**src/rtl/cs_dma_pkg.sv**
```systemverilog
package cs_dma_pkg;

  localparam int unsigned REG_OFS_W = 2;

  localparam logic [REG_OFS_W-1:0] OFS_ADDR  = 2'd0;
  localparam logic [REG_OFS_W-1:0] OFS_COUNT = 2'd1;
  localparam logic [REG_OFS_W-1:0] OFS_CTRL  = 2'd2;

  localparam int unsigned CB_START = 0;
  localparam int unsigned CB_DIR   = 1;
  localparam int unsigned CB_IE    = 2;
  localparam int unsigned CB_DONE  = 3;
  localparam int unsigned CB_IRQ   = 4;

  typedef enum logic [1:0] {
    ST_IDLE = 2'd0,
    ST_REQ  = 2'd1,
    ST_XFER = 2'd2,
    ST_GAP  = 2'd3
  } eng_state_e;

endpackage

```
**src/rtl/cs_dma_rst_sync.sv**
```systemverilog
module cs_dma_rst_sync #(
  parameter int unsigned STAGES = 2
) (
  input  logic clk,
  input  logic rst_n_async,
  output logic rst_n_sync
);

  logic [STAGES-1:0] sync_q;

  always_ff @(posedge clk or negedge rst_n_async) begin
    if (!rst_n_async) begin
      sync_q <= '0;
    end else begin
      sync_q <= {sync_q[STAGES-2:0], 1'b1};
    end
  end

  assign rst_n_sync = sync_q[STAGES-1];

endmodule

```
**src/rtl/cs_dma_regs.sv**
```systemverilog
module cs_dma_regs
  import cs_dma_pkg::*;
#(
  parameter int unsigned ADDR_W = 8,
  parameter int unsigned CNT_W  = 8,
  parameter int unsigned DATA_W = 16
) (
  input  logic                 clk,
  input  logic                 rst_n,
  input  logic                 cpu_sel,
  input  logic                 cpu_wr,
  input  logic [REG_OFS_W-1:0] cpu_addr,
  input  logic [DATA_W-1:0]    cpu_wdata,
  output logic [DATA_W-1:0]    cpu_rdata,
  input  logic                 busy,
  input  logic                 step,
  input  logic                 eng_done,
  output logic [ADDR_W-1:0]    cur_addr,
  output logic                 last_word,
  output logic                 dir,
  output logic                 go,
  output logic                 irq
);

  logic [ADDR_W-1:0] addr_q, addr_d;
  logic [CNT_W-1:0]  cnt_q, cnt_d;
  logic              dir_q, dir_d;
  logic              ie_q, ie_d;
  logic              done_q, done_d;
  logic              irq_q, irq_d;

  logic wr_any, wr_addr, wr_cnt, wr_ctrl, wr_ctrl_idle;
  logic start_req, cnt_zero, zero_start, done_clr, done_set;
  logic addr_en, cnt_en, mode_en, flag_en;
  logic unused_wdata;

  assign unused_wdata = ^cpu_wdata;

  // Decode of the register port; address, count and mode are locked while busy.
  assign wr_any       = cpu_sel & cpu_wr;
  assign wr_addr      = wr_any & (cpu_addr == OFS_ADDR) & ~busy;
  assign wr_cnt       = wr_any & (cpu_addr == OFS_COUNT) & ~busy;
  assign wr_ctrl      = wr_any & (cpu_addr == OFS_CTRL);
  assign wr_ctrl_idle = wr_ctrl & ~busy;

  assign start_req  = wr_ctrl_idle & cpu_wdata[CB_START];
  assign cnt_zero   = (cnt_q == '0);
  assign go         = start_req & ~cnt_zero;
  assign zero_start = start_req & cnt_zero;
  assign done_clr   = wr_ctrl & cpu_wdata[CB_DONE];
  assign done_set   = eng_done | zero_start;

  // Next-state logic
  always_comb begin
    addr_d = addr_q;
    if (wr_addr) begin
      addr_d = cpu_wdata[ADDR_W-1:0];
    end else if (step) begin
      addr_d = addr_q + 1'b1;
    end
  end

  always_comb begin
    cnt_d = cnt_q;
    if (wr_cnt) begin
      cnt_d = cpu_wdata[CNT_W-1:0];
    end else if (step) begin
      cnt_d = cnt_q - 1'b1;
    end
  end

  always_comb begin
    dir_d = dir_q;
    ie_d  = ie_q;
    if (wr_ctrl_idle) begin
      dir_d = cpu_wdata[CB_DIR];
      ie_d  = cpu_wdata[CB_IE];
    end
  end

  // A completion in the same cycle as a clear leaves the flags set.
  always_comb begin
    done_d = done_q;
    irq_d  = irq_q;
    if (done_clr || start_req) begin
      done_d = 1'b0;
      irq_d  = 1'b0;
    end
    if (done_set) begin
      done_d = 1'b1;
      irq_d  = ie_d;
    end
  end

  assign addr_en = wr_addr | step;
  assign cnt_en  = wr_cnt | step;
  assign mode_en = wr_ctrl_idle;
  assign flag_en = done_clr | start_req | done_set;

  // Register processes
  always_ff @(posedge clk or negedge rst_n) begin
    if (!rst_n) begin
      addr_q <= '0;
    end else if (addr_en) begin
      addr_q <= addr_d;
    end
  end

  always_ff @(posedge clk or negedge rst_n) begin
    if (!rst_n) begin
      cnt_q <= '0;
    end else if (cnt_en) begin
      cnt_q <= cnt_d;
    end
  end

  always_ff @(posedge clk or negedge rst_n) begin
    if (!rst_n) begin
      dir_q <= 1'b0;
      ie_q  <= 1'b0;
    end else if (mode_en) begin
      dir_q <= dir_d;
      ie_q  <= ie_d;
    end
  end

  always_ff @(posedge clk or negedge rst_n) begin
    if (!rst_n) begin
      done_q <= 1'b0;
      irq_q  <= 1'b0;
    end else if (flag_en) begin
      done_q <= done_d;
      irq_q  <= irq_d;
    end
  end

  // Read mux
  always_comb begin
    cpu_rdata = '0;
    unique case (cpu_addr)
      OFS_ADDR:  cpu_rdata[ADDR_W-1:0] = addr_q;
      OFS_COUNT: cpu_rdata[CNT_W-1:0]  = cnt_q;
      OFS_CTRL: begin
        cpu_rdata[CB_DIR]  = dir_q;
        cpu_rdata[CB_IE]   = ie_q;
        cpu_rdata[CB_DONE] = done_q;
        cpu_rdata[CB_IRQ]  = irq_q;
      end
      default: cpu_rdata = '0;
    endcase
  end

  assign cur_addr  = addr_q;
  assign last_word = (cnt_q == {{(CNT_W-1){1'b0}}, 1'b1});
  assign dir       = dir_q;
  assign irq       = irq_q;


  count_step_chk: assert property (@(posedge clk) disable iff (!rst_n)
    step |=> (cnt_q == $past(cnt_q) - 1'b1));


  addr_step_chk: assert property (@(posedge clk) disable iff (!rst_n)
    step |=> (addr_q == $past(addr_q) + 1'b1));


  irq_needs_ie_chk: assert property (@(posedge clk) disable iff (!rst_n)
    $rose(irq_q) |-> ie_q);


  done_set_wins_chk: assert property (@(posedge clk) disable iff (!rst_n)
    done_set |=> done_q);


  zero_start_chk: assert property (@(posedge clk) disable iff (!rst_n)
    zero_start |=> (done_q && !busy));


  busy_hold_chk: assert property (@(posedge clk) disable iff (!rst_n)
    (busy && !step) |=> ($stable(addr_q) && $stable(cnt_q) && $stable(dir_q)));

endmodule

```
**src/rtl/cs_dma_engine.sv**
```systemverilog
module cs_dma_engine
  import cs_dma_pkg::*;
(
  input  logic clk,
  input  logic rst_n,
  input  logic go,
  input  logic last_word,
  input  logic bus_gnt,
  output logic bus_req,
  output logic xfer,
  output logic busy,
  output logic eng_done
);

  eng_state_e state_q, state_d;
  logic       state_en;

  always_comb begin
    state_d = state_q;
    unique case (state_q)
      ST_IDLE: if (go) state_d = ST_REQ;
      ST_REQ:  if (bus_gnt) state_d = ST_XFER;
      ST_XFER: state_d = last_word ? ST_IDLE : ST_GAP;
      ST_GAP:  state_d = ST_REQ;
      default: state_d = ST_IDLE;
    endcase
  end

  assign state_en = (state_d != state_q);

  always_ff @(posedge clk or negedge rst_n) begin
    if (!rst_n) begin
      state_q <= ST_IDLE;
    end else if (state_en) begin
      state_q <= state_d;
    end
  end

  assign bus_req  = (state_q == ST_REQ) | (state_q == ST_XFER);
  assign xfer     = (state_q == ST_XFER);
  assign busy     = (state_q != ST_IDLE);
  assign eng_done = xfer & last_word;


  word_gap_chk: assert property (@(posedge clk) disable iff (!rst_n)
    (xfer && !last_word) |=> !bus_req);


  one_strobe_chk: assert property (@(posedge clk) disable iff (!rst_n)
    xfer |=> !xfer);


  go_idle_chk: assert property (@(posedge clk) disable iff (!rst_n)
    go |-> !busy);

endmodule

```
**src/rtl/cs_dma_steer.sv**
```systemverilog
module cs_dma_steer #(
  parameter int unsigned DATA_W    = 16,
  parameter bit          GATE_DATA = 1'b1
) (
  input  logic              xfer,
  input  logic              dir,
  input  logic [DATA_W-1:0] periph_din,
  input  logic [DATA_W-1:0] mem_rdata,
  output logic              mem_rd,
  output logic              mem_wr,
  output logic [DATA_W-1:0] mem_wdata,
  output logic              periph_rd,
  output logic              periph_dout_vld,
  output logic [DATA_W-1:0] periph_dout
);

  logic to_mem, from_mem;

  assign to_mem   = xfer & dir;
  assign from_mem = xfer & ~dir;

  assign mem_wr          = to_mem;
  assign periph_rd       = to_mem;
  assign mem_rd          = from_mem;
  assign periph_dout_vld = from_mem;

  generate
    if (GATE_DATA) begin : g_gated
      assign mem_wdata   = to_mem   ? periph_din : '0;
      assign periph_dout = from_mem ? mem_rdata  : '0;
    end else begin : g_open
      assign mem_wdata   = periph_din;
      assign periph_dout = mem_rdata;
    end
  endgenerate

endmodule

```
**src/rtl/cs_dma.sv**
```systemverilog
module cs_dma
  import cs_dma_pkg::*;
#(
  parameter int unsigned ADDR_W    = 8,
  parameter int unsigned CNT_W     = 8,
  parameter int unsigned DATA_W    = 16,
  parameter bit          GATE_DATA = 1'b1
) (
  input  logic                 clk,
  input  logic                 rst_n,
  input  logic                 cpu_sel,
  input  logic                 cpu_wr,
  input  logic [REG_OFS_W-1:0] cpu_addr,
  input  logic [DATA_W-1:0]    cpu_wdata,
  output logic [DATA_W-1:0]    cpu_rdata,
  output logic                 bus_req,
  input  logic                 bus_gnt,
  output logic [ADDR_W-1:0]    mem_addr,
  output logic                 mem_rd,
  output logic                 mem_wr,
  output logic [DATA_W-1:0]    mem_wdata,
  input  logic [DATA_W-1:0]    mem_rdata,
  input  logic [DATA_W-1:0]    periph_din,
  output logic                 periph_rd,
  output logic [DATA_W-1:0]    periph_dout,
  output logic                 periph_wr,
  output logic                 irq
);

  logic srst_n;
  logic busy, xfer, eng_done, go, last_word, dir;

  cs_dma_rst_sync #(.STAGES(2)) u_rst_sync (
    .clk         (clk),
    .rst_n_async (rst_n),
    .rst_n_sync  (srst_n)
  );

  cs_dma_regs #(
    .ADDR_W (ADDR_W),
    .CNT_W  (CNT_W),
    .DATA_W (DATA_W)
  ) u_regs (
    .clk       (clk),
    .rst_n     (srst_n),
    .cpu_sel   (cpu_sel),
    .cpu_wr    (cpu_wr),
    .cpu_addr  (cpu_addr),
    .cpu_wdata (cpu_wdata),
    .cpu_rdata (cpu_rdata),
    .busy      (busy),
    .step      (xfer),
    .eng_done  (eng_done),
    .cur_addr  (mem_addr),
    .last_word (last_word),
    .dir       (dir),
    .go        (go),
    .irq       (irq)
  );

  cs_dma_engine u_engine (
    .clk       (clk),
    .rst_n     (srst_n),
    .go        (go),
    .last_word (last_word),
    .bus_gnt   (bus_gnt),
    .bus_req   (bus_req),
    .xfer      (xfer),
    .busy      (busy),
    .eng_done  (eng_done)
  );

  cs_dma_steer #(
    .DATA_W    (DATA_W),
    .GATE_DATA (GATE_DATA)
  ) u_steer (
    .xfer            (xfer),
    .dir             (dir),
    .periph_din      (periph_din),
    .mem_rdata       (mem_rdata),
    .mem_rd          (mem_rd),
    .mem_wr          (mem_wr),
    .mem_wdata       (mem_wdata),
    .periph_rd       (periph_rd),
    .periph_dout_vld (periph_wr),
    .periph_dout     (periph_dout)
  );


  strobe_grant_chk: assert property (@(posedge clk) disable iff (!srst_n)
    (mem_rd || mem_wr) |-> (bus_req && bus_gnt));


  strobe_excl_chk: assert property (@(posedge clk) disable iff (!srst_n)
    !(mem_rd && mem_wr));


  pair_wr_chk: assert property (@(posedge clk) disable iff (!srst_n)
    mem_wr |-> (periph_rd && !periph_wr));


  pair_rd_chk: assert property (@(posedge clk) disable iff (!srst_n)
    mem_rd |-> (periph_wr && !periph_rd));

endmodule

```
**config.mk**
```make
export PLATFORM = sky130hd
export DESIGN_NAME = cs_dma
export DESIGN_NICKNAME = d
export VERILOG_FILES = /design/src/rtl/cs_dma_pkg.sv /design/src/rtl/cs_dma_rst_sync.sv /design/src/rtl/cs_dma_regs.sv /design/src/rtl/cs_dma_engine.sv /design/src/rtl/cs_dma_steer.sv /design/src/rtl/cs_dma.sv
export SDC_FILE = /design/constraint.sdc
export NUM_CORES = 1
export LEC_CHECK = 0
export BUFFER_PORTS_ARGS = -buffer_cell sky130_fd_sc_hd__buf_2
export CORE_UTILIZATION = 42
export DETAILED_ROUTE_END_ITERATION = 7
export PLACE_DENSITY = 0.82
export SLEW_MARGIN = 20
export SYNTH_ARGS = -nofsm -noshare
export SYNTH_HDL_FRONTEND = slang
export SYNTH_SLANG_ARGS = --single-unit
export TNS_END_PERCENT = 20
```
**constraint.sdc**
```tcl
create_clock -name clk -period 2.5 [get_ports clk]
set_input_delay 0.625 -clock clk [delete_from_list [all_inputs] [get_ports clk]]
set_output_delay 0.625 -clock clk [all_outputs]
set_load 0.01 [all_outputs]
```
* Word level (Yosys, flattened, before mapping)
Cells that the tools add are included.
W data, S select, Z words.
** Operators by class
- $add $sub $neg :: 2
- Eq/ne operators :: 7
- Multiplexer cells :: 17
- Bitwise gates (word level) :: 23
- Reduce and logical (&&, ||, !) cells :: 11
** Operators by type and width (count)
- $mux W16 :: 2
- $mux W8 :: 4
- $and A1 B1 Y1 :: 14
- $pmux W4 S3 :: 1
- $add A8 B1 Y8 const B :: 1
- $eq A8 B1 Y1 const B :: 1
- $logic_not A8 Y1 :: 1
- $pmux W2 S4 :: 1
- $reduce_bool A2 Y1 :: 4
- $sub A8 B1 Y8 const B :: 1
- $eq A2 B2 Y1 const B :: 3
- $mux W2 :: 3
- $or A1 B1 Y1 :: 6
- $pmux W3 S2 :: 1
- $reduce_and A2 Y1 :: 3
- $eq A2 B1 Y1 const B :: 2
- $logic_not A2 Y1 :: 2
- $mux W1 :: 4
- $not A1 Y1 :: 3
- $ne A2 B2 Y1 :: 1
- $pmux W1 S2 :: 1
- $logic_or A1 B1 Y1 :: 1
** Word-level totals
- Register bits :: 24
- Output and inout port bits :: 62
- Logic and storage cells :: 68

* Depth between registers and ports, before layout
Gate-level depths: netlist of run 1.
- Depth after elaboration :: 8
- Gate-level depth with buffers :: 8
- Gate-level depth less buffers :: 6

* Modules after synthesis
From an unflattened synthesis of run 1, not the netlist that was laid out.
** Second synthesis, totals
- Cells, all modules :: 214
- Area, all modules :: 1870.5 µm²
** Modules (own cells, without submodules)
- cs_dma_regs :: instances 1, cells each 150, area an instance 1326.3 µm²
- cs_dma_steer :: instances 1, cells each 42, area an instance 297.8 µm²
- cs_dma_engine :: instances 1, cells each 19, area an instance 192.7 µm²
- cs_dma_rst_sync :: instances 1, cells each 3, area an instance 53.8 µm²

* Worst setup path before layout of run 1
No wires, ideal clock.
- Path type :: flip-flop to output port
- Start point :: register u_engine.state_q[0]
- End point :: output port periph_dout[10]
- Arrival time :: 1476 ps
- Data required time :: 1875 ps
- Path slack :: 399 ps
- Cell stages (with the launch flop) :: 6
- Buffers on the path :: 1
- Cell sequence :: dfrtp_1 -> inv_1 -> ha_1 -> nor2b_1 -> clkbuf_1 -> and2_1
** Between the ends
- Cells in the longest elaborated chain, start to end :: 3
** RTL lines
- from (decl) :: line cs_dma_engine.sv:15 : eng_state_e state_q, state_d;
- from (signal assigned) :: line cs_dma_engine.sv:35 : state_q <= state_d;
- $eq A2 B2 Y1 :: line cs_dma_engine.sv:40 : assign xfer = (state_q == ST_XFER);
- $and A1 B1 Y1 :: line cs_dma_steer.sv:20 : assign from_mem = xfer & ~dir;
- via mem_rd :: line cs_dma.sv:19 : output logic mem_rd,
- $mux W16 :: line cs_dma_steer.sv:30 : assign periph_dout = from_mem ? mem_rdata : '0;
- to (decl) :: line cs_dma.sv:25 : output logic [DATA_W-1:0] periph_dout,
The timed path passes the listed nets, and every way through them passes these cells.

* Final worst setup path of run 1
- Start point :: register u_engine.state_q[0]
- End point :: output port periph_dout[14]
** Between the ends
- Cells in the longest elaborated chain, start to end :: 3
** RTL lines (line)
- $eq A2 B2 Y1 :: cs_dma_engine.sv:40
- $and A1 B1 Y1 :: cs_dma_steer.sv:20
- $mux W16 :: cs_dma_steer.sv:30
No other way between the ends.

==> results.py, run 1 <==
metrics = {
    "placement": {
        "globalplace.congestion": 0.856,
        "port-buffer-count": 100,
        "dpl-instance-area_um2": 2260,
        "dpl.hpwl_um": 3700,
    },
    "timing": {
        "fmax_mhz": 438,
        "slew_violations": 0,
        "hold_viol": 0,
        "fin_tns_setup_ns": 0,
        "rsz0062_at_grt": "no",
        "finalSetupViolCount": 0,
        "slew_headroom_pct": 41.2,
        "worst_clock_skew_ns": 0.00309,
        "worst_slew_pin_slew_ns": 0.882,
        "period_share_pct": 91.4,
        "period_minus_slack_ns": 2.28,
        "whs_ns": 0.120,
    },
    "global_route": {
        "grt_use_met2_pct": 31.2,
        "grt_max_degree": 23,
        "gr-usage-all-layers_pct": 21.1,
        "grt.met1_usage_pct": 30.7,
        "grt_pass1_wl_um": 7040,
        "grt_pass1_vias": 1546,
        "grt_overflow": 0,
        "grt.met3_usage_pct": 2.91,
        "antenna_found_initial": 0,
        "busiest_layer": "met2",
    },
    "routing": {
        "dr_total_vias": 1763,
        "dr.pass1.iters": 4,
        "vias_per_cell": 4.97,
        "wl_per_cell_um": 13.2,
        "route.detailed.drc": 0,
        "antenna_left": 0,
        "drt_iter0_markers": 98,
        "routed_wirelength_um": 4690,
    },
    "final_layout": {
        "drive_gt1_share_pct": 37.0,
        "num_antenna_cells": 0,
        "area_growth_pct": 31.7,
        "fin_nets": 369,
        "stdcell_area_um2": 2330,
    },
    "synthesis": {
        "ys_seq_area_share_pct": 33.9,
        "synth_edf_count": 0,
        "netlist_instances": 212,
        "async_reset_ff_share_pct": 100,
        "synth_flop_cell": "dfrtp_1",
        "synth.distinct_cells": 34,
        "ys_ff_latch": 24,
        "avgSynthCellArea_um2": 8.35,
        "synth_common_cells": "24 x dfrtp_1, 22 x nand2_1, 19 x nor2_1",
        "yosysMostFrequentCell": "dfrtp_1",
        "syn-cell-area_um2": 1770,
        "ys_warn_count": 0,
        "post-synth-top-area-fraction_pct": 33.9,
        "synth_area_leaders": "dfrtp_1 34%, and3_1 6.4%, and2_1 6.0%",
        "post-synth-top-area-cell": "dfrtp_1",
    },
    "clock_tree": {
        "root_buffer": "clkbuf_8",
        "hold_buffers": 0,
        "clock_latency_ns": 0.27,
        "htree_levels": 1,
        "cts_made_buffers": 3,
        "cts_setup_buffers": 0,
        "clockBufferDepth": 2,
        "cts_tree": "done",
        "cts_resized": 0,
        "clock_sinks": 24,
        "clk_pin_slew_worst_paths_ns": 0.09,
    },
    "die": {
        "die_x_um": 66.9,
        "num_rows": 23,
        "io_pins": 117,
        "die-area_um2": 4480,
        "core-area_um2": 4030,
        "die_h_um": 66.9,
        "start_util_pct": 43.9,
    },
    "pwr": {
        "powerDensity_nw_per_um2": 1010,
        "vdd_ir_drop_max_v": 0.000362,
        "finalPower_uw": 2350,
        "power.leakage_uw": 0.00128,
    },
    "worst_setup_path": {
        "cp_slowest_stage_delay_ns": 0.41,
        "required_ns": 1.88,
        "startpoint_type": "flip-flop",
        "worst-setup-path-type": "reg2out",
        "worstSetupEndpointType": "output port",
        "arrival_ns": 1.66,
        "cpMaxStageDelayCell": "dfrtp_1",
        "crit_path_cell_trace": "inv_1, ha_1, nor2b_1, buf_4, and2_1, buf_2",
        "cp_max_fo": 18,
    },
    "worst_hold_path": {
        "hp-class": "in2async",
    },
    "job": {
        "maxCapViolCount": 0,
    },
    "status": {
        "status": "complete, no violations",
    },
}
==> layout make-up <==
class | instances | area, µm²
Fill cell | 371 | 1700
Multi-Input combinational cell | 168 | 1050
Sequential cell | 24 | 601
Timing Repair Buffer | 104 | 531
Tap cell | 50 | 62.6
Clock buffer | 3 | 41.3
Clock inverter | 1 | 30.0
Inverter | 5 | 18.8
==> cells by family after synthesis <==
kind of cell               after synthesis  synth area share (%)
xor gates and xnor gates                14                  6.93
buffers and inverters                   27                  8.41
adders and majority gates                8                  5.65
muxes                                   13                  7.63
DFF                                     24                  33.9
and+or+nand+nor                         98                  29.1
AOI/OAI and AO/OA                       26                  7.91
other                                    2                 0.424
==> registers in the layout, summed over array words and instances (netlist names) <==
register and count:
u_engine.state_q 2, u_regs.ie_q 1, u_regs.irq 1, u_regs.cur_addr 8
u_rst_sync.sync_q 2, u_regs.done_q 1, u_regs.dir 1, u_regs.cnt_q 8
==> power breakdown <==
part           switching (µW)  leakage (µW)  internal, µW  total [µW]
clock network             132     0.0000357           214         346
registers                 254      0.000281           555         810
logic                     630      0.000964           563        1190
==> final timing paths <==
kind	slack, ns	to	startpoint	cells after the start
max	0.22	periph_dout[14]	u_engine.state_q[0]	6
min	0.12	u_rst_sync.sync_q[0]	rst_n	1
max reg2reg	0.46	u_regs.cnt_q[1]	u_engine.state_q[1]	5
min reg2reg	0.36	u_rst_sync.sync_q[1]	u_rst_sync.sync_q[0]	0
max in group asynchronous	1.59	u_regs.cur_addr[3]	u_rst_sync.sync_q[1]	0
min in group clk	0.36	u_rst_sync.sync_q[1]	u_rst_sync.sync_q[0]	0
==> per-layer routing <==
layer	wire (µm)	up-vias
met5	0	-
met4	67	0
met3	164	6
met2	2180	47
met1	2280	827
li1	-	883
==> through the flow <==
step	util (%)	std cells	worst slack (ns)
CTS	57.9	355	0.221
detailed placement	56.1	351	0.349
floorplan	-	219	0.399
global placement	56.1	351	0.395
global route	57.9	355	0.124
finish	57.9	355	0.215
==> worst max-delay path, delay by kind of cell (launching register included) <==
| family | cells | cell delay, ns |
|---|---|---|
| buffers and inverters | 3 | 0.46 |
| flip-flops | 1 | 0.41 |
| AND/OR/NAND/NOR | 2 | 0.30 |
| adder cells (fa/ha/maj) | 1 | 0.21 |
==> cell usage in the layout, fill, tap and decap left out <==
master,instances
buf_4,4
nand4_1,4
a21oi_1,11
mux2_2,3
and3_1,18
or4_4,1
bufinv_16,1
o221ai_1,1
nor2b_1,2
xor2_1,5
mux2_1,1
dfrtp_1,24
or3b_1,2
and2_0,1
nor3_1,3
conb_1,9
o2bb2ai_1,1
clkbuf_8,3
or3_1,1
buf_2,100
nor3_2,1
o21ai_0,11
nand2b_1,1
mux2i_1,9
nand2_1,22
nand3_1,4
inv_1,5
nor4_1,2
o31ai_1,1
xnor2_1,9
ha_1,8
o21ai_1,1
and2_1,17
nor2_1,19
Power figures use the tool's default switching activity.
==> inputs of run 2 (changes only) <==
- CORE_UTILIZATION: 42 -> 43
- SYNTH_HIERARCHICAL: default -> 1
==> run 2 against run 1 <==
Against the previous run: sequential share of layout area is 0.66 points lower; die area grew 3.1%; clock power fell by 24%; fmax about the same; register-to-register slack improved by 0.06 ns; count of clock-buffer cells in the layout up 1; cell count grew 0.28%; sequential power increased by 2.5%; largest cell class unchanged.
==> results.py, run 2 <==
metrics = {
    "worst_setup_path": {
        "worst-setup-path-type": "reg2out",
        "cpLargestDelayFamily": "buffers and inverters",
        "regToRegEndpoint": "u_regs/cnt_q[1]",
        "startpoint_type": "flip-flop",
        "rrSetupSlack_ns": 0.52,
        "arrival_ns": 1.66,
        "path_depth": 5,
        "cp_slowest_stage_delay_ns": 0.44,
        "reg2regPathDepth": 6,
        "r2r_start": "u_engine/state_q[0]",
        "cp-endpoint": "mem_wdata[6]",
        "cp.buffers_inverters": 3,
        "required_ns": 1.88,
        "cp_max_fo": 41,
        "critPathLaunch": "u_engine/state_q[0]",
        "worstSetupEndpointType": "output port",
        "cpMaxStageDelayCell": "dfrtp_1",
        "crit_path_cell_trace": "inv_1, ha_1, buf_4, and3_1, buf_2",
    },
    "final_layout": {
        "stdcell_area_um2": 2400,
        "num_antenna_cells": 0,
        "fin_nets": 371,
        "final_cells": 356,
        "final_common_cell": "buf_2",
        "final_cell_mix": "100 x buf_2, 23 x dfrtp_1, 21 x nor2_1",
        "area_growth_pct": 28.2,
        "fillCellCount": 374,
        "drive_gt1_share_pct": 37.3,
    },
    "placement": {
        "dpl-instance-area_um2": 2340,
        "port-buffer-count": 100,
        "dpl.hpwl_um": 3550,
        "globalplace.congestion": 0.809,
        "post-place-cells": 352,
    },
    "timing": {
        "period_share_pct": 91.4,
        "slew_violations": 0,
        "period_minus_slack_ns": 2.28,
        "fin_tns_setup_ns": 0,
        "hold_viol": 0,
        "whs_ns": 0.122,
        "worst_slew_pin_slew_ns": 0.913,
        "rsz0062_at_grt": "no",
        "slew_headroom_pct": 39.2,
        "worst_clock_skew_ns": 0.00430,
        "finalSetupViolCount": 0,
        "fmax_mhz": 438,
    },
    "routing": {
        "antenna_left": 0,
        "route.detailed.drc": 0,
        "vias_per_cell": 5.07,
        "drt_iter0_markers": 48,
        "routed_wirelength_um": 4590,
        "wl_per_cell_um": 12.9,
        "dr.pass1.iters": 4,
        "dr_total_vias": 1806,
    },
    "die": {
        "core-area_um2": 4090,
        "die_x_um": 68.0,
        "start_util_pct": 45.8,
        "io_pins": 117,
        "num_rows": 23,
        "die_h_um": 68.0,
        "die-area_um2": 4620,
    },
    "pwr": {
        "clkPwrFrac_pct": 11.8,
        "switching_share_pct": 43.7,
        "p_int_uw": 1260,
        "p_sw_uw": 976,
        "powerDensity_nw_per_um2": 933,
        "power_frac_seq_pct": 37.1,
        "vdd_ir_drop_max_v": 0.000599,
        "power.leakage_uw": 0.00139,
        "combPwrFrac_pct": 51.1,
    },
    "global_route": {
        "grt_max_degree": 42,
        "gr-usage-all-layers_pct": 19.2,
        "antenna_found_initial": 0,
        "grt_overflow": 0,
        "grt_pass1_wl_um": 6680,
        "grt_pass1_vias": 1429,
    },
    "synthesis": {
        "syn-cell-area_um2": 1870,
        "ys_seq_area_share_pct": 32.1,
        "synth_common_cells": "24 x dfrtp_1, 21 x nor2_1, 19 x nand2_1",
        "post-synth-top-area-cell": "dfrtp_1",
        "synth_edf_count": 0,
        "post-synth-top-area-fraction_pct": 32.1,
        "async_reset_ff_share_pct": 100,
        "ys_warn_count": 6,
        "netlist_instances": 214,
        "synth.distinct_cells": 38,
        "avgSynthCellArea_um2": 8.74,
        "synth_area_leaders": "dfrtp_1 32%, and3b_1 7.5%, ha_1 6.0%",
        "yosysMostFrequentCell": "dfrtp_1",
        "synth_flop_cell": "dfrtp_1",
        "ys_ff_latch": 24,
    },
    "clock_tree": {
        "clk_pin_slew_worst_paths_ns": 0.09,
        "cts_setup_buffers": 0,
        "clock_latency_ns": 0.27,
        "cts_made_buffers": 3,
        "htree_levels": 1,
        "clockBufferDepth": 2,
        "cts_tree": "done",
        "root_buffer": "clkbuf_8",
        "clock_sinks": 24,
    },
    "worst_hold_path": {
        "hp-class": "in2async",
    },
    "status": {
        "status": "complete, no violations",
    },
    "job": {
        "maxCapViolCount": 0,
    },
}
run 2: worst min-delay path by stage:
| stage | endpoint | cells past startpoint | slack [ns] | startpoint |
|---|---|---|---|---|
| 3_3_place_gp | u_rst_sync/sync_q[1] | 0 | 0.34 | u_rst_sync/sync_q[0] |
| 6_report | u_rst_sync/sync_q[0] | 1 | 0.12 | rst_n |
| 2_1_floorplan | u_engine/state_q[0] | 0 | 0.28 | u_rst_sync/sync_q[1] |
| 3_5_place_dp | u_rst_sync/sync_q[1] | 0 | 0.34 | u_rst_sync/sync_q[0] |
| 4_1_cts | u_rst_sync/sync_q[0] | 1 | 0.12 | rst_n |
| 5_1_grt | u_rst_sync/sync_q[1] | 1 | 0.12 | rst_n |
run 2: layer usage:
| metal | global-route usage (%) | share of wire, % |
|---|---|---|
| met5 | 0 | 0 |
| met4 | 4.69 | 0.70 |
| met3 | 1.67 | 5.8 |
| met2 | 35.3 | 50 |
| met1 | 24.0 | 43 |
run 2: logic make-up after synthesis:
group / Yosys count / share of synthesized area (%)
buffers and inverters: 30 / 9.16
adder cells (fa/ha/maj): 9 / 6.02
XOR/XNOR: 14 / 6.56
flip-flops: 24 / 32.1
multiplexers: 12 / 6.76
AND/OR/NAND/NOR: 96 / 30.9
AO/OA/AOI/OAI: 27 / 8.09
other: 2 / 0.401
run 2: what timing repair did:
| action | 4_1_cts | 5_1_grt |
|---|---|---|
| hold buffers | 0 | 0 |
| endpoints found under the setup margin | 0 | 1 |
| resized for setup | 0 | 1 |
run 2: layout make-up:
cell class | count | area (µm²) | area share [%]
Tap cell | 50 | 62.6 | 2.61
Sequential cell | 24 | 602 | 25.1
Timing Repair Buffer | 103 | 523 | 21.8
Inverter | 8 | 30.0 | 1.25
Clock buffer | 4 | 55.1 | 2.30
Multi-Input combinational cell | 167 | 1120 | 46.9
run 2: metrics by stage:
stage	worst slack, ns	utilization, %	total power, µW
2_1_floorplan	0.489	-	1590
3_3_place_gp	0.426	57.3	1930
3_5_place_dp	0.411	57.3	1970
4_1_cts	0.153	58.6	2240
5_1_grt	0.106	58.7	2440
6_report	0.215	58.7	2240
run 2: power by group through the flow:
stage	combinational, µW	sequential, µW	clock, µW
floorplan	820	769	0
global placement	1110	820	0
finish	1140	830	264
detailed placement	1140	831	0
global route	1300	862	280
CTS	1150	825	266
==> inputs of run 3 (changes only) <==
- clock period: 2.5 -> 2.6 ns (I/O delays scaled with it)
==> run 3 against run 2 <==
Against the previous run: first-iteration DRC count increased by 44%; core utilization is 0.49 points higher; sequential share of layout area shrank 0.26 points; cell count decreased by 0.28%; highest routed layer unchanged; non-clock buffer count decreased by 1; largest cell class unchanged; critical path depth shrank 2; final area increased by 0.84%; routed wire length is 0.74% higher; global-route usage shrank 0.89 points; hold slack improved by 0.024 ns; worst setup slack better by 0.073 ns; largest power group unchanged; sequential power fell by 4.0%.
==> results.py, run 3 (synthesis results as in run 2) <==
metrics = {
    "die": {
        "die_h_um": 68.0,
        "start_util_pct": 45.8,
        "die_x_um": 68.0,
        "core-area_um2": 4090,
        "num_rows": 23,
        "die-area_um2": 4620,
        "io_pins": 117,
    },
    "worst_setup_path": {
        "cp_max_fo": 36,
        "arrival_ns": 1.66,
        "worst-setup-path-type": "reg2out",
        "worstSetupEndpointType": "output port",
        "startpoint_type": "flip-flop",
        "required_ns": 1.95,
        "reg2regPathDepth": 6,
    },
    "clock_tree": {
        "root_buffer": "clkbuf_8",
        "cts_made_buffers": 3,
        "cts_resized": 0,
        "hold_buffers": 0,
        "cts_setup_buffers": 0,
        "clock_latency_ns": 0.27,
        "clockBufferDepth": 2,
        "clk_pin_slew_worst_paths_ns": 0.09,
        "cts_tree": "done",
        "htree_levels": 1,
        "clock_sinks": 24,
    },
    "routing": {
        "vias_per_cell": 5.07,
        "drt_iter0_markers": 69,
        "wl_per_cell_um": 13.0,
        "route.detailed.drc": 0,
        "antenna_left": 0,
        "dr_total_vias": 1800,
        "routed_wirelength_um": 4620,
        "dr.pass1.iters": 4,
    },
    "global_route": {
        "grt_pass1_wl_um": 6350,
        "grt_pass1_vias": 1396,
        "gr-usage-all-layers_pct": 18.4,
        "grt_max_degree": 49,
        "grt_overflow": 0,
        "antenna_found_initial": 0,
    },
    "placement": {
        "dpl.hpwl_um": 3490,
        "globalplace.congestion": 0.797,
        "place_ws_ns": 0.467,
        "dpl-instance-area_um2": 2350,
        "port-buffer-count": 100,
    },
    "timing": {
        "hold_viol": 0,
        "worst_clock_skew_ns": 0.00356,
        "whs_ns": 0.146,
        "period_minus_slack_ns": 2.31,
        "slew_violations": 0,
        "worst_slew_pin_slew_ns": 0.886,
        "slew_headroom_pct": 41.0,
        "fin_ws_ns": 0.289,
        "fin_tns_setup_ns": 0,
        "finalSetupViolCount": 0,
        "rsz0062_at_grt": "no",
        "period_share_pct": 88.9,
        "fmax_mhz": 433,
    },
    "pwr": {
        "vdd_ir_drop_max_v": 0.000596,
        "switching_share_pct": 42.2,
        "p_sw_uw": 943,
        "powerDensity_nw_per_um2": 925,
        "p_int_uw": 1290,
        "clkPwrFrac_pct": 14.7,
        "power.leakage_uw": 0.00139,
        "power_frac_seq_pct": 35.7,
        "combPwrFrac_pct": 49.7,
    },
    "final_layout": {
        "area_growth_pct": 29.2,
        "final_cell_mix": "100 x buf_2, 24 x dfrtp_1, 21 x nor2_1",
        "drive_gt1_share_pct": 36.7,
        "final_common_cell": "buf_2",
        "num_antenna_cells": 0,
        "stdcell_area_um2": 2420,
        "fillCellCount": 385,
        "fin_nets": 370,
    },
    "worst_hold_path": {
        "hp-class": "in2async",
    },
    "status": {
        "status": "complete, no violations",
    },
    "job": {
        "maxCapViolCount": 0,
    },
}
-- run 3: final timing paths --
check / start / endpoint / slack [ns]
max reg2reg: u_engine/state_q[0] / u_regs/cnt_q[1] / 0.65
min reg2reg: u_rst_sync/sync_q[0] / u_rst_sync/sync_q[1] / 0.36
max: u_regs/dir / cpu_rdata[1] / 0.29
min in group clk: u_rst_sync/sync_q[0] / u_rst_sync/sync_q[1] / 0.36
max in group asynchronous: u_rst_sync/sync_q[1] / u_regs/cur_addr[7] / 1.68
min: rst_n / u_rst_sync/sync_q[0] / 0.15
-- run 3: cell type report --
cell class / count / area (µm²) / share of cell area, %
multi-input cells: 167 / 1120 / 46.5
clock buffers: 3 / 41.3 / 1.71
repair buffers: 102 / 528 / 21.8
clock inverters: 1 / 30.0 / 1.24
inverters: 8 / 30.0 / 1.24
flip-flops and latches: 24 / 601 / 24.8
well taps: 50 / 62.6 / 2.59
-- run 3: per-stage QoR --
| stage | util (%) | total power [µW] | instances |
|---|---|---|---|
| after global routing | 59.2 | 2420 | 355 |
| after floorplan | - | 1530 | 221 |
| after global placement | 57.4 | 1860 | 351 |
| after detailed placement | 57.4 | 1910 | 351 |
| final | 59.2 | 2240 | 355 |
| after CTS | 59.2 | 2250 | 355 |
-- run 3: power by group through the flow --
stage          Combinational [µW]  Sequential (µW)  Clock [µW]
2_1_floorplan                 788              740           0
3_3_place_gp                 1080              790           0
3_5_place_dp                 1110              802           0
4_1_cts                      1120              796         332
5_1_grt                      1250              829         346
6_report                     1110              797         328
-- run 3: layer usage --
layer	wire [µm]	global-route usage, %	part of all wire [%]
met3	274	1.17	5.9
met2	2320	33.7	50
met5	0	0	0
met4	44	6.77	0.95
met1	1980	22.2	43
-- run 3: critical path, cell delays in order, from the launching register on --
cell	delay, ns
dfrtp_1	0.85
mux2i_1	0.15
o21ai_0	0.23
buf_2	0.17
